### src/rtl/tdr_pkg.sv
package tdr_pkg;
  localparam int unsigned STORE_LIMIT_BITS = 4608;
  localparam int unsigned BUS_LIMIT_BITS   = 36;

  typedef enum logic {
    ST_SWEEP = 1'b0,
    ST_RUN   = 1'b1
  } seq_state_t;
endpackage

### src/rtl/tdr_seq.sv
module tdr_seq
  import tdr_pkg::*;
#(
  parameter int M  = 5,
  parameter int AW = 3
) (
  input  logic          clk,
  input  logic          rst_n,
  input  logic          in_valid,
  output logic          in_ready,
  output logic          shift,
  output logic          sweep,
  output logic [AW-1:0] addr
);
  localparam logic [AW-1:0] LAST = AW'(M - 1);

  seq_state_t    state_q;
  logic [AW-1:0] addr_q;
  logic          at_last;

  assign at_last  = (addr_q == LAST);
  assign sweep    = (state_q == ST_SWEEP);
  assign in_ready = (state_q == ST_RUN);
  assign shift    = in_ready & in_valid;
  assign addr     = addr_q;

  always_ff @(posedge clk or negedge rst_n) begin
    if (!rst_n) begin
      state_q <= ST_SWEEP;
      addr_q  <= '0;
    end else begin
      case (state_q)
        ST_SWEEP: begin
          addr_q <= at_last ? '0 : addr_q + 1'b1;
          if (at_last) state_q <= ST_RUN;
        end
        default: begin
          if (shift) addr_q <= at_last ? '0 : addr_q + 1'b1;
        end
      endcase
    end
  end
endmodule

### src/rtl/tdr_bank.sv
module tdr_bank #(
  parameter int W  = 8,
  parameter int M  = 5,
  parameter int AW = 3
) (
  input  logic          clk,
  input  logic          rst_n,
  input  logic          shift,
  input  logic          sweep,
  input  logic [AW-1:0] addr,
  input  logic [W-1:0]  din,
  output logic [W-1:0]  rd_now,
  output logic [W-1:0]  dout
);
  logic [W-1:0]  mem [0:M-1];
  logic          wr_en;
  logic [AW-1:0] wr_addr;
  logic [W-1:0]  wr_val;

  assign rd_now = mem[addr];

  // rising edge: take the outgoing word and stage the incoming one
  always_ff @(posedge clk or negedge rst_n) begin
    if (!rst_n) begin
      wr_en   <= 1'b0;
      wr_addr <= '0;
      wr_val  <= '0;
      dout    <= '0;
    end else begin
      wr_en   <= shift | sweep;
      wr_addr <= addr;
      wr_val  <= sweep ? '0 : din;
      if (shift) dout <= rd_now;
    end
  end

  // falling edge: commit the staged word into the same slot
  always_ff @(negedge clk) begin
    if (wr_en) mem[wr_addr] <= wr_val;
  end
endmodule

### src/rtl/tapped_delay_ram.sv
module tapped_delay_ram
  import tdr_pkg::*;
#(
  parameter int W = 8,
  parameter int M = 5,
  parameter int N = 4
) (
  input  logic           clk,
  input  logic           rst_n,
  input  logic           in_valid,
  output logic           in_ready,
  input  logic [W-1:0]   in_data,
  output logic           tap_valid,
  output logic [W*N-1:0] tap_bus
);
  localparam int AW = (M > 1) ? $clog2(M) : 1;

  if (W * M * N > int'(STORE_LIMIT_BITS)) begin : g_store_too_big
    $error("tapped_delay_ram: W*M*N exceeds storage limit");
  end
  if (W * N > int'(BUS_LIMIT_BITS)) begin : g_bus_too_wide
    $error("tapped_delay_ram: W*N exceeds tap bus limit");
  end

  logic          shift;
  logic          sweep;
  logic [AW-1:0] addr;
  logic [W-1:0]  din    [N];
  logic [W-1:0]  rd_now [N];
  logic [W-1:0]  dout   [N];

  tdr_seq #(.M(M), .AW(AW)) u_seq (
    .clk      (clk),
    .rst_n    (rst_n),
    .in_valid (in_valid),
    .in_ready (in_ready),
    .shift    (shift),
    .sweep    (sweep),
    .addr     (addr)
  );

  for (genvar k = 0; k < N; k++) begin : g_tap
    if (k == 0) begin : g_head
      assign din[k] = in_data;
    end else begin : g_chain
      assign din[k] = rd_now[k-1];
    end

    tdr_bank #(.W(W), .M(M), .AW(AW)) u_bank (
      .clk    (clk),
      .rst_n  (rst_n),
      .shift  (shift),
      .sweep  (sweep),
      .addr   (addr),
      .din    (din[k]),
      .rd_now (rd_now[k]),
      .dout   (dout[k])
    );

    assign tap_bus[k*W +: W] = dout[k];
  end

  always_ff @(posedge clk or negedge rst_n) begin
    if (!rst_n) tap_valid <= 1'b0;
    else        tap_valid <= shift;
  end
endmodule

### config.mk
export PLATFORM = sky130hd
export DESIGN_NAME = tapped_delay_ram
export DESIGN_NICKNAME = d
export VERILOG_FILES = /design/src/rtl/tdr_pkg.sv /design/src/rtl/tdr_seq.sv /design/src/rtl/tdr_bank.sv /design/src/rtl/tapped_delay_ram.sv
export SDC_FILE = /design/constraint.sdc
export NUM_CORES = 1
export LEC_CHECK = 0
export BUFFER_PORTS_ARGS = -buffer_cell sky130_fd_sc_hd__clkbuf_2
export CORE_MARGIN = 2
export CORE_UTILIZATION = 45
export DETAILED_ROUTE_END_ITERATION = 16
export PLACE_DENSITY_LB_ADDON = 0.12
export SYNTH_ARGS = -nofsm -noshare
export SYNTH_HDL_FRONTEND = slang
export SYNTH_SLANG_ARGS = --single-unit
### constraint.sdc
create_clock -name clk -period 6.5 [get_ports clk]
set_clock_uncertainty 0.05 [all_clocks]
set_input_delay 0.975 -clock clk [delete_from_list [all_inputs] [get_ports clk]]
set_output_delay 0.975 -clock clk [all_outputs]
set_load 0.02 [all_outputs]
* Yosys cells after proc, flatten, opt, wreduce, memory -nomap -nowiden *
Memories as Yosys holds them, arrays and structs flattened. A register that Yosys moved wholly into a read port is not among the register bits.
Index checks and enable logic that the tools add are counted.

operators by class
  add/subtract/negate cells = 1
  equality and inequality tests = 2
  multiplexer cells = 11
  bitwise gates (word level) = 3
  reduce and logical (&&, ||, !) cells = 1

operators with widths
  operator             number
  $mux 8               4
  $mux 3               3
  $mux 1               4
  $add 3x1->3 const B  1
  $eq 3x3->1 const B   1
  $ne 2x1->1 const B   1
  $and 1x1->1          1
  $logic_not 1->1      1
  $not 1->1            1
  $or 1x1->1           1

storage, ports and cells
  flip-flop bits (word level) = 65
  RAM bits = 160
  input port bits = 11
  output and inout bits = 34
  logic and storage cells = 34
  memories kept = 4

memory list
  name                 depth  bits a word  read ports  clocked after memory_dff  wr ports  line            text
  g_tap[0].u_bank.mem  5      8            1           0                         1         tdr_bank.sv:15  logic [W-1:0] mem [0:M-1];
  g_tap[1].u_bank.mem  5      8            1           0                         1         tdr_bank.sv:15
  g_tap[2].u_bank.mem  5      8            1           0                         1         tdr_bank.sv:15
  g_tap[3].u_bank.mem  5      8            1           1                         1         tdr_bank.sv:15

* Logic depth before layout (Yosys ltp) *
Gate-level depths: netlist (run 1).

  word-level depth = 4
  mapped depth = 7
  gate-level depth less buffers = 5

* By module *
Synthesis (run 1) repeated with hierarchy kept, for this count alone.

unflattened totals
  cells, all modules = 597
  area, all modules = 9436.6 um^2

by module, submodules not included
  module            instances  cells an instance  area an instance (um^2)  sequential area each (um^2)
  tdr_bank          4          144                2301.0                   1701.6
  tdr_seq           1          20                 207.7                    100.1
  tapped_delay_ram  1          1                  25.0                     25.0

==> reports/results.tsv, run 1 <==
metric	value	unit
status	complete, no violations	
place_area	0.009119	sq mm
fp.coreArea	0.01877	sq mm
synth.largest_area_cell	edfxtp_1	
cts_buffer_depth	3	
slowest_delay	0.42	ns
grt_pass1_vias	5143	
crit_slowest_cell	dfrtp_1	
n_antenna_cell	0	
async_reset_ff_frac	0.3133	
grt_pass1_wl	27900	um
die_x	142.5	um
pwr-share-comb	0.202	
synth_cells	511	
maxSlewHeadroom	0.2613	
setup_viol	0	
yosys_warnings	0	
path_class	flop to flop	
cts_resized	0	
cp.required	3.42	ns
syn_area_per_cell	16.89	sq um
crit_arrival	1.96	ns
final_cell_area	0.01057	sq mm
syn_area	0.008633	sq mm
rows	50	
numClockSinks	233	
crit_path_cell_trace	nand2b_1 -> nor2_4 -> buf_4	
viasPerCell	5.093	
maxCapViolations	0	
ant_nets	0	
wl	17390	um
syn_nets	524	
synth-seq-cells	233	
min_path_type	flop to flop	
ys_seq_area_frac	0.7681	
die_h	142.5	um
rsz0062_at_grt	no	
cts_setup_buffers	0	
clockPowerShare	0.345	
clk_latency	0.58	ns
peakVddDrop	0.2703	mV
crit_path_end_kind	flop	
tritoncts	built	
drtPass1Iterations	7	
seq_power_share	0.453	
power.density	497.7	mW/mm^2
initial_core_util	0.4600	
utilization	0.5631	
io_pins	45	
path_max_fanout	22	
vias	4986	
start_kind	flop	
drive_above_1_share	0.1879	
synth-edff-count	160	
drt-initial-drc-count	319	
final_max_slew_viol_count	0	
gp_congestion	0.7068	
remaining_drc_errors	0	
final_common_cell	inv_1	
final_hold_viol_count	0	
grt_usage	0.1800	
nNetsFinal	738	
htree_levels	1	
root_buffer	clkbuf_16	
hpwl	8959	um
numCtsBuffers	26	
power.switching	1708	uW
portBuffers	44	
tightestPinTransition	1.108	ns
cp_top_family	simple AND/OR/NAND/NOR gates	
clkTransAtPathRegs	0.06	ns
synth_top_area_share	0.5565	
intPower	3552	uW
ys.flop_type	edfxtp_1	
ys_types	32	
area_growth	22.42	%
wire_per_inst	17.76	um
final_cell_mix	inv_1, edfxtp_1, dfrtp_1	
antenna_found_initial	0	
grt_max_degree	74	
crit_buf_inv	1	
synth_area_leaders	edfxtp_1, dfrtp_1, mux2i_1	
overflow	0	
die-area	0.02031	sq mm
postCtsHoldBufs	0	
swShare	0.3248	
power.leakage	0.004589	uW
-- power groups by stage --
stage / Clock (uW) / Combinational, uW / Sequential [uW]
after floorplan: 147 / 698 / 2390
after global placement: 147 / 1080 / 2390
after detailed placement: 147 / 1080 / 2410
after CTS: 1850 / 1090 / 2390
after global routing: 2000 / 1170 / 2440
final: 1810 / 1060 / 2380
-- Yosys cell counts (7+ instances only) --
master / number
edfxtp_1: 160
dfrtp_1: 73
mux2i_1: 40
mux2_2: 23
and2_1: 21
and3_1: 20
nand2b_1: 18
a21oi_1: 16
nand2_1: 15
nor2_1: 15
o21ai_0: 14
a22oi_1: 13
a31o_2: 13
buf_2: 9
a222oi_1: 8
clkbuf_1: 8
a22o_1: 7
a2bb2oi_1: 7
-- kinds of logic after synthesis --
| kind of cell | count (synthesis) | share of synthesized area |
|---|---|---|
| buf+inv | 33 | 0.02101 |
| mux | 64 | 0.07812 |
| fa+ha+maj | 2 | 0.002898 |
| compound gates | 83 | 0.06928 |
| simple gates | 96 | 0.06058 |
| flops | 233 | 0.7681 |
-- area by class of cell --
| type | count | area, sq um |
|---|---|---|
| flip-flops and latches | 233 | 6635 |
| multi-input cells | 245 | 1867 |
| clock buffers | 36 | 729.5 |
| repair buffers | 55 | 305.3 |
| well taps | 234 | 292.8 |
| fillers | 1555 | 8199 |
| inverters | 4 | 15.01 |
| clock inverters | 172 | 724.4 |
-- per-stage QoR --
stage	setup WS [ns]	total power [uW]	hold WS [ns]	setup TNS [ns]	instances
finish	1.454	5260	0.4319	0	979
global route	1.353	5609	0.4609	0	979
CTS	1.412	5329	0.4388	0	979
detailed placement	1.385	3637	0.4250	0	772
global placement	1.443	3615	0.4177	0	772
floorplan	-0.004426	3239	0.3029	-0.1416	511
-- worst paths after layout --
kind	from	endpoint	slack (ns)	cells after the start
setup / recovery	g_tap[3].u_bank.wr_addr[2]	g_tap[2].u_bank.mem[2][7]	1.45	3
min in group asynchronous	rst_n	u_seq.addr[1]	0.60	1
hold reg to reg	g_tap[2].u_bank.dout[4]	g_tap[2].u_bank.dout[4]	0.43	2
max in group asynchronous	rst_n	u_seq.addr[0]	5.08	1
hold / removal	g_tap[2].u_bank.dout[4]	g_tap[2].u_bank.dout[4]	0.43	2
setup reg to reg	g_tap[3].u_bank.wr_addr[2]	g_tap[2].u_bank.mem[2][7]	1.45	3
-- worst min-delay path, delay by kind of cell (launching register included) --
family / cells / cell delay (ns)
flops: 1 / 0.34
simple gates: 1 / 0.04
compound gates: 1 / 0.06
-- flip-flops by register name, summed over array words and instances, names as in the netlist --
| register | cells |
|---|---|
| g_tap.u_bank.wr_en | 1 |
| g_tap.u_bank.dout | 32 |
| g_tap.u_bank.mem | 160 |
| u_seq.in_ready | 1 |
| u_seq.addr | 3 |
| tap_valid | 1 |
| g_tap.u_bank.wr_val | 32 |
| g_tap.u_bank.wr_addr | 3 |
-- layer usage --
| metal | GRT usage | share of wire | vias up |
|---|---|---|---|
| met3 | 0.02927 | 0.034 | 31 |
| met4 | 0.05159 | 0.024 | 0 |
| met2 | 0.3178 | 0.51 | 94 |
| met1 | 0.2305 | 0.43 | 2490 |
| met5 | 0 | 0 | - |
| li1 | - | - | 2371 |
No activity file was read; power rests on OpenSTA's default activity.
==> run 2: changes to the inputs <==
==> constraint.sdc (replaced) <==
create_clock -name clk -period 5 [get_ports clk]
set_clock_uncertainty 0.05 [all_clocks]
set_input_delay 0.75 -clock clk [delete_from_list [all_inputs] [get_ports clk]]
set_output_delay 0.75 -clock clk [all_outputs]
set_load 0.02 [all_outputs]
==> run 2 against run 1 <==
  * Clock power up 23%
  * Cell area is 0.20% lower
  * Sequential share of layout area grew 0.13 points
  * Critical path depth unchanged
  * Die area unchanged
  * Worst setup slack lost 0.77 ns
  * First-iteration DRC count is 9.7% higher
  * Non-clock buffer count grew 6
  * Register-to-register slack worse by 0.77 ns
  * Largest cell class unchanged
  * Highest routed layer unchanged
==> reports/results.tsv, run 2 (synthesis results as in run 1) <==
metric	value	unit
crit_path_start	g_tap[3].u_bank.wr_addr[2]	
numClockSinks	233	
slowest_delay	0.46	ns
fin_tns_setup	0	ns
root_buffer	clkbuf_16	
cp.required	2.70	ns
crit_arrival	2.01	ns
maxCapViolations	0	
min_path_type	primary input to async pin	
remaining_drc_errors	0	
grt_usage	0.1850	
die-area	0.02031	sq mm
clk_latency	0.58	ns
reg2reg_from	g_tap[3].u_bank.wr_addr[2]	
fp.coreArea	0.01877	sq mm
finalPower	6774	uW
drive_above_1_share	0.1976	
nNetsFinal	743	
power.leakage	0.004561	uW
tightestPinTransition	1.122	ns
cp_top_family	simple AND/OR/NAND/NOR gates	
grt_pass1_vias	5291	
setup_viol	0	
viasPerCell	5.186	
initial_core_util	0.4600	
rsz0062_at_grt	no	
drtPass1Iterations	4	
status	complete, no violations	
start_kind	flop	
final_max_slew_viol_count	0	
dp_cells	778	
portBuffers	44	
maxSlewHeadroom	0.2523	
io_pins	45	
numCtsBuffers	25	
multi_input_area	0.001874	sq mm
gp_congestion	0.7277	
wl	18120	um
final_hold_viol_count	0	
path_class	flop to flop	
cts_buffer_depth	3	
rows	50	
cts_resized	0	
final_cell_mix	inv_1, edfxtp_1, dfrtp_1	
tritoncts	built	
antenna_found_initial	0	
top_register	g_tap.u_bank.mem	
largestRegisters	g_tap.u_bank.mem x160, g_tap.u_bank.dout x32, g_tap.u_bank.wr_val x32	
path_max_fanout	15	
crit_path_end_kind	flop	
final_cells	983	
drt-initial-drc-count	350	
area_growth	22.17	%
cts_setup_buffers	0	
die_h	142.5	um
hpwl	10300	um
crit_path_cell_trace	nand2b_1 -> nor2_4 -> buf_4	
largest_reg_flops	160	
n_antenna_cell	0	
final_cell_area	0.01055	sq mm
ant_nets	0	
power.density	642.2	mW/mm^2
place_area	0.009184	sq mm
grt_pass1_wl	28830	um
n_fill_cell	1564	
htree_levels	1	
overflow	0	
ff_latch_area	0.006635	sq mm
wire_per_inst	18.43	um
postCtsHoldBufs	0	
grt_max_degree	68	
crit_buf_inv	1	
die_x	142.5	um
vias	5098	
peakVddDrop	0.3544	mV
final_common_cell	inv_1	
clkTransAtPathRegs	0.07	ns
crit_slowest_cell	dfrtp_1	
==> run 2: changes by cell type in the layout (fill, tap and decap cells not counted), moves of 2 or more <==
cell | previous run | this run
buf_4 | 12 | 17
inv_4 | 0 | 5
clkbuf_1 | 7 | 3
clkbuf_16 | 27 | 25
clkbuf_8 | 2 | 0
clkinv_1 | 1 | 3
clkinvlp_2 | 1 | 3
clkinvlp_4 | 0 | 2
inv_1 | 166 | 164
inv_6 | 0 | 2
nor3_2 | 2 | 0
nor3_4 | 0 | 2
==> run 2: routing by layer <==
layer / vias to the layer above / track usage / wire, um
met5: - / 0 / 0
met4: 0 / 0.05472 / 380
met3: 31 / 0.03062 / 693
met2: 112 / 0.3085 / 8614
met1: 2572 / 0.2522 / 8428
li1: 2383 / - / -
==> run 2: path summary, 6_finish.rpt <==
kind / depth (start not counted) / endpoint / slack, ns
max reg2reg: 3 / g_tap[1].u_bank.mem[3][4] / 0.69
min reg2reg: 2 / g_tap[0].u_bank.dout[6] / 0.44
max: 3 / g_tap[1].u_bank.mem[3][4] / 0.69
max in group asynchronous: 2 / g_tap[0].u_bank.dout[7] / 3.86
min: 1 / g_tap[3].u_bank.wr_val[4] / 0.15
min in group clk: 2 / g_tap[0].u_bank.wr_val[7] / 0.39
==> run 2: per-stage QoR <==
| step | utilization | setup WS, ns | hold WS (ns) |
|---|---|---|---|
| floorplan | - | 0.1027 | 0.3029 |
| global placement | 0.4893 | 0.6939 | 0.4181 |
| detailed placement | 0.4893 | 0.6547 | 0.4263 |
| CTS | 0.5620 | 0.6652 | 0.1663 |
| global route | 0.5620 | 0.5678 | 0.1877 |
| finish | 0.5620 | 0.6886 | 0.1527 |
==> run 2: final cells by class <==
cell class | count | share of cell area
Tap cell | 234 | 0.02776
Clock inverter | 178 | 0.06928
Inverter | 4 | 0.001423
Multi-Input combinational cell | 245 | 0.1777
Timing Repair Buffer | 61 | 0.03440
Clock buffer | 28 | 0.06038
Sequential cell | 233 | 0.6291
==> run 2: power by group <==
group | internal [uW] | switching [uW] | total, uW
Sequential | 2730 | 378 | 3100
Combinational | 594 | 851 | 1440
Clock | 1150 | 1080 | 2230
==> run 3: changes to the inputs <==
--- a/config.mk
+++ b/config.mk
@@ -6,6 +6,8 @@
 export NUM_CORES = 1
 export LEC_CHECK = 0
 export BUFFER_PORTS_ARGS = -buffer_cell sky130_fd_sc_hd__clkbuf_2
+export CELL_PAD_IN_SITES_DETAIL_PLACEMENT = 0
+export CELL_PAD_IN_SITES_GLOBAL_PLACEMENT = 1
 export CORE_MARGIN = 2
 export CORE_UTILIZATION = 45
 export DETAILED_ROUTE_END_ITERATION = 16
==> run 3 against run 2 <==
  * Power grew 1.6%
  * Critical path depth is the same
  * Combinational power is essentially flat
  * Worst setup slack gained 0.11 ns
  * Sequential power shrank 1%
  * Die area is the same
  * Via count shrank 0.49%
  * Register-to-register slack gained 0.11 ns
  * Utilization grew 0.47 points
  * First-iteration DRC count shrank 34%
  * Final cell count shrank 0.31%
  * Critical endpoint is now g_tap[1].u_bank.mem[2][4]
  * Largest power group unchanged
==> reports/results.tsv, run 3 (synthesis results as in run 1) <==
metric	value	unit
initial_core_util	0.4600	
setup_viol	0	
fp.coreArea	0.01877	sq mm
tritoncts	built	
die_h	142.5	um
clk_latency	0.58	ns
peakVddDrop	0.3709	mV
final_hold_viol_count	0	
nNetsFinal	741	
htree_levels	1	
power.density	647.2	mW/mm^2
postCtsHoldBufs	0	
grt_max_degree	74	
rows	50	
multi_input_area	0.001879	sq mm
wire_per_inst	18.36	um
status	complete, no violations	
tightestPinTransition	1.027	ns
whs	0.3796	ns
path_class	flop to flop	
final_cells	980	
drtPass1Iterations	5	
final_common_cell	inv_1	
die_x	142.5	um
final_cell_mix	inv_1, edfxtp_1, dfrtp_1	
power.leakage	0.004605	uW
maxSlewHeadroom	0.3151	
ant_nets	0	
largestRegisters	g_tap.u_bank.mem x160, g_tap.u_bank.dout x32, g_tap.u_bank.wr_val x32	
clkTransAtPathRegs	0.07	ns
rsz0062_at_grt	no	
die-area	0.02031	sq mm
hpwl	9505	um
n_fill_cell	1560	
ff_latch_area	0.006635	sq mm
slowest_delay	0.46	ns
wl	18000	um
vias	5073	
overflow	0	
wl_met1	7836	um
start_kind	flop	
cp.required	2.71	ns
root_buffer	clkbuf_16	
top_register	g_tap.u_bank.mem	
portBuffers	44	
viasPerCell	5.177	
gp_congestion	0.7396	
remaining_drc_errors	0	
numClockSinks	233	
drive_above_1_share	0.1944	
area_growth	23.20	%
crit_slowest_cell	dfrtp_1	
cts_setup_buffers	0	
finalPower	6884	uW
min_path_type	primary input to async pin	
numCtsBuffers	25	
grt_usage	0.1841	
routed-wl-met2	9203	um
largest_reg_flops	160	
dp_cells	776	
top_layer	met4	
final_max_slew_viol_count	0	
crit_path_end_kind	flop	
met3_wirelength	758	um
crit_path_cell_trace	nand2b_1 -> nor2_4 -> buf_12	
utilization	0.5667	
crit_arrival	1.91	ns
maxCapViolations	0	
cts_resized	0	
antenna_found_initial	0	
grt_pass1_vias	5252	
n_antenna_cell	0	
path_max_fanout	19	
fin_tns_setup	0	ns
io_pins	45	
cts_buffer_depth	3	
drt-initial-drc-count	230	
grt_pass1_wl	28510	um
run 3: changes by cell type in the layout (fill, tap and decap cells not counted), sizes merged:
cell / delta
buf: -2
bufinv: +1
clkbuf: +8
clkinv: -2
clkinvlp: -3
inv: -5
run 3: layout make-up:
type                            count  share of cell area
Sequential cell                   233              0.6238
Multi-Input combinational cell    245              0.1767
Clock buffer                       36             0.07140
Clock inverter                    169             0.06529
Timing Repair Buffer               59             0.03388
Tap cell                          234             0.02753
Inverter                            4            0.001412
run 3: power by group:
group | switching (uW) | internal [uW] | total (uW)
clock network | 1040 | 1330 | 2360
registers | 331 | 2730 | 3060
logic | 877 | 586 | 1460
total | 2240 | 4640 | 6880
run 3: path summary, 6_finish.rpt:
| kind | slack (ns) | cells past startpoint | startpoint | end |
|---|---|---|---|---|
| min in group clk | 0.40 | 2 | in_data[7] | g_tap[0].u_bank.wr_val[7] |
| worst min-delay path | 0.38 | 1 | rst_n | g_tap[3].u_bank.dout[5] |
| max in group asynchronous | 3.76 | 1 | rst_n | u_seq.addr[0] |
| worst max-delay path | 0.80 | 3 | g_tap[3].u_bank.wr_addr[2] | g_tap[1].u_bank.mem[2][4] |
| worst max register to register | 0.80 | 3 | g_tap[3].u_bank.wr_addr[2] | g_tap[1].u_bank.mem[2][4] |
| worst min register to register | 0.43 | 2 | g_tap[2].u_bank.dout[2] | g_tap[2].u_bank.dout[2] |
run 3: stage by stage:
stage | area, sq um | setup WS [ns]
3_3_place_gp | 9186 | 0.7922
6_report | 10640 | 0.7957
3_5_place_dp | 9186 | 0.7514
2_1_floorplan | 8648 | 0.1027
4_1_cts | 10640 | 0.7536
5_1_grt | 10640 | 0.6695
run 3: worst max-delay path, delay by kind of cell, from the launching register on:
kind,cells,cell delay (ns)
AND/OR/NAND/NOR,2,0.70
buffers and inverters,1,0.24
flip-flops,1,0.46
run 3: per-layer routing:
metal,GRT usage,vias to the layer above
li1,-,2377
met1,0.2360,2580
met2,0.3312,97
met3,0.03062,19
met4,0.03856,0
met5,0,-
